## src/rtl/lt_pkg.sv

```systemverilog
package lt_pkg;

    localparam int LANE_W = 6;
    localparam logic [1:0] LVL_TOP = 2'd3;

    typedef enum logic [1:0] {
        ACC_PATTERN = 2'd0,
        ACC_DRIVE   = 2'd1,
        ACC_STATUS  = 2'd2
    } acc_addr_e;

    typedef enum logic [1:0] {
        PAT_OFF   = 2'd0,
        PAT_ONE   = 2'd1,
        PAT_TWO   = 2'd2,
        PAT_THREE = 2'd3
    } pattern_e;

    // per-lane drive field, same layout for every lane
    typedef struct packed {
        logic       max_pre;
        logic [1:0] pre;
        logic       max_swing;
        logic [1:0] swing;
    } drive_t;

    // per-lane status field returned by the sink
    typedef struct packed {
        logic       eq_done;
        logic       locked;
        logic [1:0] pre_req;
        logic [1:0] swing_req;
    } lane_stat_t;

    typedef enum logic [3:0] {
        S_IDLE,
        S_CR_PAT,
        S_CR_DRV0,
        S_CR_SETTLE,
        S_CR_WAIT,
        S_CR_READ,
        S_CR_EVAL,
        S_CR_DRV,
        S_EQ_PAT,
        S_EQ_WAIT,
        S_EQ_READ,
        S_EQ_EVAL,
        S_EQ_DRV,
        S_FIN_SETTLE,
        S_FIN_PAT
    } seq_st_e;

    function automatic drive_t make_drive(input logic [1:0] sw, input logic [1:0] pe);
        drive_t d;
        d.swing     = sw;
        d.pre       = pe;
        d.max_swing = (sw == LVL_TOP);
        d.max_pre   = (pe == LVL_TOP);
        return d;
    endfunction

endpackage

```

## src/rtl/lt_lane_merge.sv

```systemverilog
module lt_lane_merge
    import lt_pkg::*;
#(
    parameter int MAX_LANES = 4,
    parameter int CNT_W     = 3
) (
    input  logic [LANE_W*MAX_LANES-1:0] stat,
    input  logic [CNT_W-1:0]            lane_cnt,
    output drive_t                      nxt_drive,
    output logic                        all_lock,
    output logic                        all_eq
);

    logic [MAX_LANES-1:0] lk_ok;
    logic [MAX_LANES-1:0] eq_ok_v;
    logic [1:0]           sw_req [MAX_LANES];
    logic [1:0]           pe_req [MAX_LANES];
    logic [1:0]           sw_max;
    logic [1:0]           pe_max;

    for (genvar i = 0; i < MAX_LANES; i++) begin : g_lane
        lane_stat_t ls;
        logic       act;
        assign ls         = lane_stat_t'(stat[LANE_W*i +: LANE_W]);
        assign act        = (CNT_W'(i) < lane_cnt);
        assign sw_req[i]  = act ? ls.swing_req : 2'd0;
        assign pe_req[i]  = act ? ls.pre_req   : 2'd0;
        assign lk_ok[i]   = ls.locked | ~act;
        assign eq_ok_v[i] = (ls.locked & ls.eq_done) | ~act;
    end

    always_comb begin
        sw_max = 2'd0;
        pe_max = 2'd0;
        for (int i = 0; i < MAX_LANES; i++) begin
            if (sw_req[i] > sw_max) sw_max = sw_req[i];
            if (pe_req[i] > pe_max) pe_max = pe_req[i];
        end
    end

    assign nxt_drive = make_drive(sw_max, pe_max);
    assign all_lock  = &lk_ok;
    assign all_eq    = &eq_ok_v;

endmodule

```

## src/rtl/lt_wait_timer.sv

```systemverilog
module lt_wait_timer #(
    parameter int W = 16
) (
    input  logic         clk,
    input  logic         rst,
    input  logic         load,
    input  logic [W-1:0] load_val,
    output logic         expired
);

    logic [W-1:0] cnt;

    always_ff @(posedge clk) begin
        if (rst)              cnt <= '0;
        else if (load)        cnt <= load_val;
        else if (cnt != '0)   cnt <= cnt - W'(1);
    end

    assign expired = (cnt == '0);

endmodule

```

## src/rtl/lt_seq.sv

```systemverilog
module lt_seq
    import lt_pkg::*;
#(
    parameter int MAX_LANES     = 4,
    parameter int WAIT_W        = 16,
    parameter int SETTLE_CYCLES = 400,
    parameter int CR_TRIES      = 5,
    parameter int EQ_TRIES      = 5,
    parameter int TRY_W         = 3
) (
    input  logic                        clk,
    input  logic                        rst,
    input  logic                        start,
    input  logic                        tps3_ok,
    input  logic [WAIT_W-1:0]           poll_wait,
    input  logic                        acc_done,
    input  logic                        acc_ok,
    input  logic [LANE_W*MAX_LANES-1:0] acc_rdata,
    input  drive_t                      nxt_drive,
    input  logic                        all_lock,
    input  logic                        all_eq,
    input  logic                        tmr_expired,
    output logic                        tmr_load,
    output logic [WAIT_W-1:0]           tmr_val,
    output logic [LANE_W*MAX_LANES-1:0] stat_q,
    output logic                        acc_wr,
    output logic                        acc_rd,
    output logic [1:0]                  acc_addr,
    output logic [LANE_W*MAX_LANES-1:0] acc_wdata,
    output logic [1:0]                  src_pattern,
    output logic [1:0]                  src_swing,
    output logic [1:0]                  src_pre,
    output logic                        busy,
    output logic                        train_done,
    output logic                        cr_ok,
    output logic                        eq_ok
);

    localparam int DW = LANE_W*MAX_LANES;
    localparam logic [WAIT_W-1:0] SETTLE_V = WAIT_W'(SETTLE_CYCLES);
    localparam logic [TRY_W-1:0]  CR_LAST  = TRY_W'(CR_TRIES - 1);
    localparam logic [TRY_W-1:0]  EQ_LIM   = TRY_W'(EQ_TRIES);

    seq_st_e          st, st_n;
    drive_t           drv;
    logic [TRY_W-1:0] tries;
    logic [1:0]       prev_sw;
    logic             prev_vld;
    logic             tps3_q;
    pattern_e         src_pat;
    logic             cr_ok_q, eq_ok_q, done_q;
    logic             cr_same, cr_exhaust;
    pattern_e         eq_pat;

    assign cr_same    = prev_vld && (drv.swing == prev_sw);
    assign cr_exhaust = cr_same && (tries == CR_LAST);
    assign eq_pat     = tps3_q ? PAT_THREE : PAT_TWO;

    always_comb begin
        st_n = st;
        unique case (st)
            S_IDLE:       if (start)       st_n = S_CR_PAT;
            S_CR_PAT:     if (acc_done)    st_n = S_CR_DRV0;
            S_CR_DRV0:    if (acc_done)    st_n = S_CR_SETTLE;
            S_CR_SETTLE:  if (tmr_expired) st_n = S_CR_WAIT;
            S_CR_WAIT:    if (tmr_expired) st_n = S_CR_READ;
            S_CR_READ:    if (acc_done)    st_n = acc_ok ? S_CR_EVAL : S_FIN_SETTLE;
            S_CR_EVAL: begin
                if (all_lock)                          st_n = S_EQ_PAT;
                else if (drv.max_swing || cr_exhaust)  st_n = S_FIN_SETTLE;
                else                                   st_n = S_CR_DRV;
            end
            S_CR_DRV:     if (acc_done)    st_n = S_CR_WAIT;
            S_EQ_PAT:     if (acc_done)    st_n = S_EQ_WAIT;
            S_EQ_WAIT:    if (tmr_expired) st_n = S_EQ_READ;
            S_EQ_READ:    if (acc_done)    st_n = acc_ok ? S_EQ_EVAL : S_FIN_SETTLE;
            S_EQ_EVAL: begin
                if (all_eq)               st_n = S_FIN_SETTLE;
                else if (tries > EQ_LIM)  st_n = S_FIN_SETTLE;
                else                      st_n = S_EQ_DRV;
            end
            S_EQ_DRV:     if (acc_done)    st_n = S_EQ_WAIT;
            S_FIN_SETTLE: if (tmr_expired) st_n = S_FIN_PAT;
            S_FIN_PAT:    if (acc_done)    st_n = S_IDLE;
            default:                       st_n = S_IDLE;
        endcase
    end

    always_comb begin
        tmr_load = 1'b0;
        tmr_val  = poll_wait;
        if (st_n != st) begin
            unique case (st_n)
                S_CR_SETTLE, S_FIN_SETTLE: begin tmr_load = 1'b1; tmr_val = SETTLE_V; end
                S_CR_WAIT, S_EQ_WAIT:      begin tmr_load = 1'b1; tmr_val = poll_wait; end
                default: ;
            endcase
        end
    end

    always_ff @(posedge clk) begin
        if (rst) begin
            st       <= S_IDLE;
            drv      <= '0;
            tries    <= '0;
            prev_sw  <= '0;
            prev_vld <= 1'b0;
            tps3_q   <= 1'b0;
            src_pat  <= PAT_OFF;
            cr_ok_q  <= 1'b0;
            eq_ok_q  <= 1'b0;
            done_q   <= 1'b0;
            stat_q   <= '0;
        end else begin
            st <= st_n;
            unique case (st)
                S_IDLE: if (start) begin
                    src_pat  <= PAT_ONE;
                    drv      <= '0;
                    tries    <= '0;
                    prev_vld <= 1'b0;
                    tps3_q   <= tps3_ok;
                    cr_ok_q  <= 1'b0;
                    eq_ok_q  <= 1'b0;
                    done_q   <= 1'b0;
                end
                S_CR_READ, S_EQ_READ: if (acc_done) stat_q <= acc_rdata;
                S_CR_EVAL: begin
                    if (all_lock) begin
                        cr_ok_q <= 1'b1;
                        tries   <= '0;
                        src_pat <= eq_pat;
                    end else if (!drv.max_swing && !cr_exhaust) begin
                        tries    <= cr_same ? tries + TRY_W'(1) : '0;
                        prev_sw  <= drv.swing;
                        prev_vld <= 1'b1;
                        drv      <= nxt_drive;
                    end
                end
                S_EQ_EVAL: begin
                    if (all_eq) begin
                        eq_ok_q <= 1'b1;
                    end else if (tries <= EQ_LIM) begin
                        drv   <= nxt_drive;
                        tries <= tries + TRY_W'(1);
                    end
                end
                S_FIN_PAT: if (acc_done) begin
                    src_pat <= PAT_OFF;
                    done_q  <= 1'b1;
                end
                default: ;
            endcase
        end
    end

    always_comb begin
        acc_wr    = 1'b0;
        acc_rd    = 1'b0;
        acc_addr  = ACC_PATTERN;
        acc_wdata = '0;
        unique case (st)
            S_CR_PAT: begin
                acc_wr    = 1'b1;
                acc_wdata = DW'(PAT_ONE);
            end
            S_EQ_PAT: begin
                acc_wr    = 1'b1;
                acc_wdata = DW'(eq_pat);
            end
            S_FIN_PAT: begin
                acc_wr    = 1'b1;
                acc_wdata = DW'(PAT_OFF);
            end
            S_CR_DRV0, S_CR_DRV, S_EQ_DRV: begin
                acc_wr    = 1'b1;
                acc_addr  = ACC_DRIVE;
                acc_wdata = {MAX_LANES{drv}};
            end
            S_CR_READ, S_EQ_READ: begin
                acc_rd   = 1'b1;
                acc_addr = ACC_STATUS;
            end
            default: ;
        endcase
    end

    assign src_pattern = src_pat;
    assign src_swing   = drv.swing;
    assign src_pre     = drv.pre;
    assign busy        = (st != S_IDLE);
    assign train_done  = done_q;
    assign cr_ok       = cr_ok_q;
    assign eq_ok       = eq_ok_q;

endmodule

```

## src/rtl/lt_train_seq.sv

```systemverilog
module lt_train_seq
    import lt_pkg::*;
#(
    parameter int MAX_LANES     = 4,
    parameter int WAIT_W        = 16,
    parameter int SETTLE_CYCLES = 400,
    parameter int CR_TRIES      = 5,
    parameter int EQ_TRIES      = 5
) (
    input  logic                               clk,
    input  logic                               rst,
    input  logic                               start,
    input  logic [$clog2(MAX_LANES+1)-1:0]     lane_cnt,
    input  logic                               tps3_ok,
    input  logic [WAIT_W-1:0]                  poll_wait,
    output logic                               acc_wr,
    output logic                               acc_rd,
    output logic [1:0]                         acc_addr,
    output logic [6*MAX_LANES-1:0]             acc_wdata,
    input  logic                               acc_done,
    input  logic                               acc_ok,
    input  logic [6*MAX_LANES-1:0]             acc_rdata,
    output logic [1:0]                         src_pattern,
    output logic [1:0]                         src_swing,
    output logic [1:0]                         src_pre,
    output logic                               busy,
    output logic                               train_done,
    output logic                               cr_ok,
    output logic                               eq_ok
);

    localparam int CNT_W   = $clog2(MAX_LANES + 1);
    localparam int DW      = LANE_W * MAX_LANES;
    localparam int TRY_MAX = (CR_TRIES > EQ_TRIES) ? CR_TRIES : EQ_TRIES;
    localparam int TRY_W   = $clog2(TRY_MAX + 2);

    drive_t            nxt_drive;
    logic              all_lock, all_eq;
    logic              tmr_load, tmr_expired;
    logic [WAIT_W-1:0] tmr_val;
    logic [DW-1:0]     stat_q;

    lt_lane_merge #(
        .MAX_LANES (MAX_LANES),
        .CNT_W     (CNT_W)
    ) u_merge (
        .stat      (stat_q),
        .lane_cnt  (lane_cnt),
        .nxt_drive (nxt_drive),
        .all_lock  (all_lock),
        .all_eq    (all_eq)
    );

    lt_wait_timer #(
        .W (WAIT_W)
    ) u_timer (
        .clk      (clk),
        .rst      (rst),
        .load     (tmr_load),
        .load_val (tmr_val),
        .expired  (tmr_expired)
    );

    lt_seq #(
        .MAX_LANES     (MAX_LANES),
        .WAIT_W        (WAIT_W),
        .SETTLE_CYCLES (SETTLE_CYCLES),
        .CR_TRIES      (CR_TRIES),
        .EQ_TRIES      (EQ_TRIES),
        .TRY_W         (TRY_W)
    ) u_seq (
        .clk         (clk),
        .rst         (rst),
        .start       (start),
        .tps3_ok     (tps3_ok),
        .poll_wait   (poll_wait),
        .acc_done    (acc_done),
        .acc_ok      (acc_ok),
        .acc_rdata   (acc_rdata),
        .nxt_drive   (nxt_drive),
        .all_lock    (all_lock),
        .all_eq      (all_eq),
        .tmr_expired (tmr_expired),
        .tmr_load    (tmr_load),
        .tmr_val     (tmr_val),
        .stat_q      (stat_q),
        .acc_wr      (acc_wr),
        .acc_rd      (acc_rd),
        .acc_addr    (acc_addr),
        .acc_wdata   (acc_wdata),
        .src_pattern (src_pattern),
        .src_swing   (src_swing),
        .src_pre     (src_pre),
        .busy        (busy),
        .train_done  (train_done),
        .cr_ok       (cr_ok),
        .eq_ok       (eq_ok)
    );

endmodule

```

## config.mk

```make
export PLATFORM = sky130hd
export DESIGN_NAME = lt_train_seq
export DESIGN_NICKNAME = d
export VERILOG_FILES = /design/src/rtl/lt_pkg.sv /design/src/rtl/lt_lane_merge.sv /design/src/rtl/lt_wait_timer.sv /design/src/rtl/lt_seq.sv /design/src/rtl/lt_train_seq.sv
export SDC_FILE = /design/constraint.sdc
export NUM_CORES = 1
export LEC_CHECK = 0
export ABC_AREA = 1
export ABC_CLOCK_PERIOD_IN_PS = 8700
export BUFFER_PORTS_ARGS = -buffer_cell sky130_fd_sc_hd__buf_4
export CAP_MARGIN = 20
export CORE_MARGIN = 2
export CORE_UTILIZATION = 30
export DETAILED_ROUTE_END_ITERATION = 8
export GPL_ROUTABILITY_DRIVEN = 0
export GPL_TIMING_DRIVEN = 0
export PLACE_DENSITY_LB_ADDON = 0.1
export SLEW_MARGIN = 10
export SYNTH_ARGS = -nofsm -noshare
export SYNTH_HDL_FRONTEND = slang
export SYNTH_SLANG_ARGS = --single-unit
```

## constraint.sdc

```tcl
create_clock -name clk -period 8.7 [get_ports clk]
set_clock_uncertainty 0.1 [all_clocks]
set_input_delay 0.87 -clock clk [delete_from_list [all_inputs] [get_ports clk]]
set_output_delay 0.87 -clock clk [all_outputs]
set_load 0.02 [all_outputs]
```

==> reports/results.ini <==
[outcome]
outcome = completed

[worst_setup_path]
critPathCaptureType = flip-flop
crit_top_cell = inv_1
start_kind = input pin
path_class = in2reg
slowest_delay_ns = 0.30
cp_top_family = compound AO/OA/AOI/OAI gates
crit_fanout = 8
slowest_stage = ha_1
cp_data_arrival_time_ns = 3.73
path_cells = buf_6 -> nor2_8 -> inv_2 -> nand2_1 -> inv_1 -> ha_1 -> inv_1 -> nor2_1 -> o21ai_0 -> nand2_1 -> o21ai_0 -> ha_1 -> inv_1 -> o22ai_1 -> o21ai_0 -> ha_1 -> inv_1 -> o22ai_1 -> nand2_1 -> o21a_1 -> inv_1 -> a22oi_1 -> nor2_1
cp_num_buf_inv = 7
worstPathRequired_ns = 8.79

[floorplan]
ioPinCount = 87
core_area_mm2 = 0.0138
dieWidth_um = 122
die_area_mm2 = 0.0149
rows = 43
fp.dieH_um = 122
initial_utilization_pct = 30.5

[sta]
slew_headroom_pct = 54.7
slew_viol_final = 0
setup_viol = 0
max_freq_mhz = 275
post-route-period-util_pct = 41.8
rsz0062_at_grt = no
finalWorstSetupSlack_ns = 5.06
min_period_ns = 3.64
hold_slack_ns = 0.358
worstMarginPinSlew_ns = 0.679
hold_viol = 0
fin_tns_setup_ns = 0

[power_and_ir_drop]
vdd_ir_drop_max_mv = 0.111
p_leak_nw = 2.75
power_density_mw_per_mm2 = 222
total_power_mw = 1.18

[detailed_routing]
dr.pass1.iters = 4
wl_um = 11800
post-route-drc-count = 0
drtAntennaViolNets = 0
viasPerCell = 4.52
drt-initial-drc-count = 250
wire_per_inst_um = 12.7
num_vias = 4193

[cts]
clock-sinks = 62
hold_buffers = 0
clk_latency_ns = 0.33
cts_max_path_buffers = 2
cts_tree = built
cts_resized = 0
clkSlewWorstSetupHoldPaths_ns = 0.05
cts_setup_buffers = 0
cts_root_buf = clkbuf_16
htree_levels = 3
cts_inserted_buffers = 9

[layout]
stdcell_count = 928
diodes = 0
area_delta_synth_final_pct = 26.8
design_area_mm2 = 0.00532
fin_nets = 813
fillers = 1549
drive_gt1_share_pct = 21.5
finish.utilization_pct = 38.6

[yosys]
yosysWarnings = 0
seq_area_frac_synth_pct = 29.6
synthDistinctLibCells = 38
netlist_area_mm2 = 0.00419
synth_cells = 649
synth-seq-cells = 62
syn_nets = 718
syn_area_per_cell_um2 = 6.46

[global_routing]
grt_pass1_vias = 4001
grt_overflow_total = 0
use_met2_pct = 26.7
met1_usage_pct = 21.5
track_usage_pct = 16.2
grt.busiest_layer = met2
grt_util_met3_pct = 2.14
grt_pass1_wl_um = 18900
grt_start_max_net_pins = 11
antenna_found_initial = 0

[placed_design]
post-dp-hpwl_um = 9440
dp.cells = 913
dpl_cell_area_mm2 = 0.00505
pre_cts_slack_ns = 4.66
portBuffers = 84

[job]
cap_violations = 0

[min_path]
hold_class = reg2reg

## logic make-up (layout without fill, tap and decap cells)
family / after synthesis / count (layout) / synth area share, %
compound gates: 96 / 96 / 12.7
xor+xnor: 12 / 12 / 2.51
fa+ha+maj: 20 / 20 / 5.97
buf+inv: 130 / 229 / 14.3
flops: 62 / 62 / 29.6
simple gates: 329 / 329 / 34.9
## synthesized netlist by cell type
library cell | number | area share [%]
nand3_4 | 1 | 0.42
nor3b_1 | 1 | 0.18
nor2_1 | 123 | 11
nand4_1 | 7 | 1.0
nor2_8 | 1 | 0.48
o21ai_1 | 7 | 0.84
nor2_4 | 4 | 1.1
a21oi_2 | 1 | 0.21
nand3_1 | 30 | 3.6
inv_1 | 90 | 8.1
a22oi_1 | 1 | 0.18
xnor2_1 | 9 | 1.9
a21oi_1 | 26 | 3.1
o21ai_0 | 47 | 5.6
nand3_2 | 4 | 0.95
ha_1 | 20 | 6.0
o21a_1 | 4 | 0.72
nor4_1 | 2 | 0.30
nand3b_1 | 1 | 0.18
nand2_2 | 7 | 1.0
o211ai_2 | 1 | 0.30
inv_2 | 6 | 0.54
o21ai_4 | 1 | 0.39
a31oi_1 | 1 | 0.15
nor3_1 | 4 | 0.48
o22ai_1 | 3 | 0.45
dfxtp_1 | 62 | 30
o31ai_1 | 1 | 0.18
o2111ai_1 | 1 | 0.21
clkbuf_1 | 9 | 0.81
nand2_1 | 130 | 12
or2_2 | 1 | 0.15
nand2_4 | 4 | 1.1
xor2_1 | 3 | 0.63
buf_4 | 20 | 3.6
nor2_2 | 9 | 1.3
o211ai_1 | 2 | 0.36
buf_6 | 5 | 1.3
## sequential cells by signal (all words and copies together) (netlist names), 2 cells and up
| signal | flops |
|---|---|
| u_seq.stat_q | 24 |
| u_seq.drv | 2 |
| u_seq.st | 4 |
| u_seq.prev_sw | 2 |
| u_seq.src_pattern | 2 |
| u_seq.src_pre | 2 |
| u_seq.tries | 3 |
| u_seq.src_swing | 2 |
| u_timer.cnt | 16 |
## cell usage in the layout (no fill, tap or decap), types with 9 or more instances in the layout
master / n
o21ai_0: 47
nand2_1: 130
clkbuf_1: 12
nor2_2: 9
dfxtp_1: 62
a21oi_1: 26
xnor2_1: 9
buf_4: 104
nand3_1: 30
inv_1: 90
nor2_1: 123
ha_1: 20
clkbuf_16: 9
## cell type report
class	instances	area, um2	area share [%]
repair buffers	84	631	11.9
clock inverters	1	5.00	0.0941
well taps	180	225	4.23
plain buffers	34	240	4.52
clock buffers	14	264	4.96
flip-flops and latches	62	1240	23.3
inverters	96	360	6.77
multi-input cells	457	2350	44.2
## power breakdown
part	total [mW]	internal, mW	switching [mW]	leakage, nW
Clock	0.331	0.206	0.124	0.133
Combinational	0.489	0.190	0.299	2.11
Sequential	0.361	0.326	0.0354	0.504
## worst reg2reg max path, stage by stage, from the launching register on
cell	delay [ns]
dfxtp_1	0.30
nand2_1	0.08
inv_1	0.05
ha_1	0.30
inv_1	0.06
nor2_1	0.03
o21ai_0	0.18
nand2_1	0.07
o21ai_0	0.12
ha_1	0.28
inv_1	0.05
o22ai_1	0.08
o21ai_0	0.30
ha_1	0.30
inv_1	0.05
o22ai_1	0.08
nand2_1	0.08
o21a_1	0.14
inv_1	0.05
a22oi_1	0.16
nor2_1	0.06
## routing by layer
metal | wire, um | share of wire (%) | up-vias
li1 | - | - | 2208
met1 | 5740 | 49 | 1886
met2 | 5420 | 46 | 84
met3 | 435 | 3.7 | 15
met4 | 214 | 1.8 | 0
met5 | 0 | 0 | -
## path summary, 6_finish.rpt
kind | from | cells past startpoint | end | slack, ns
min | u_seq.stat_q[2]$_SDFFE_PP0P_ | 2 | u_seq.stat_q[2]$_SDFFE_PP0P_ | 0.36
max | lane_cnt[2] | 23 | u_seq.src_swing[0]$_SDFFE_PP0P_ | 5.06
min reg2reg | u_seq.stat_q[2]$_SDFFE_PP0P_ | 2 | u_seq.stat_q[2]$_SDFFE_PP0P_ | 0.36
max reg2reg | u_seq.stat_q[7]$_SDFFE_PP0P_ | 20 | u_seq.src_swing[0]$_SDFFE_PP0P_ | 5.65
No activity file was read; power rests on OpenSTA's default activity.
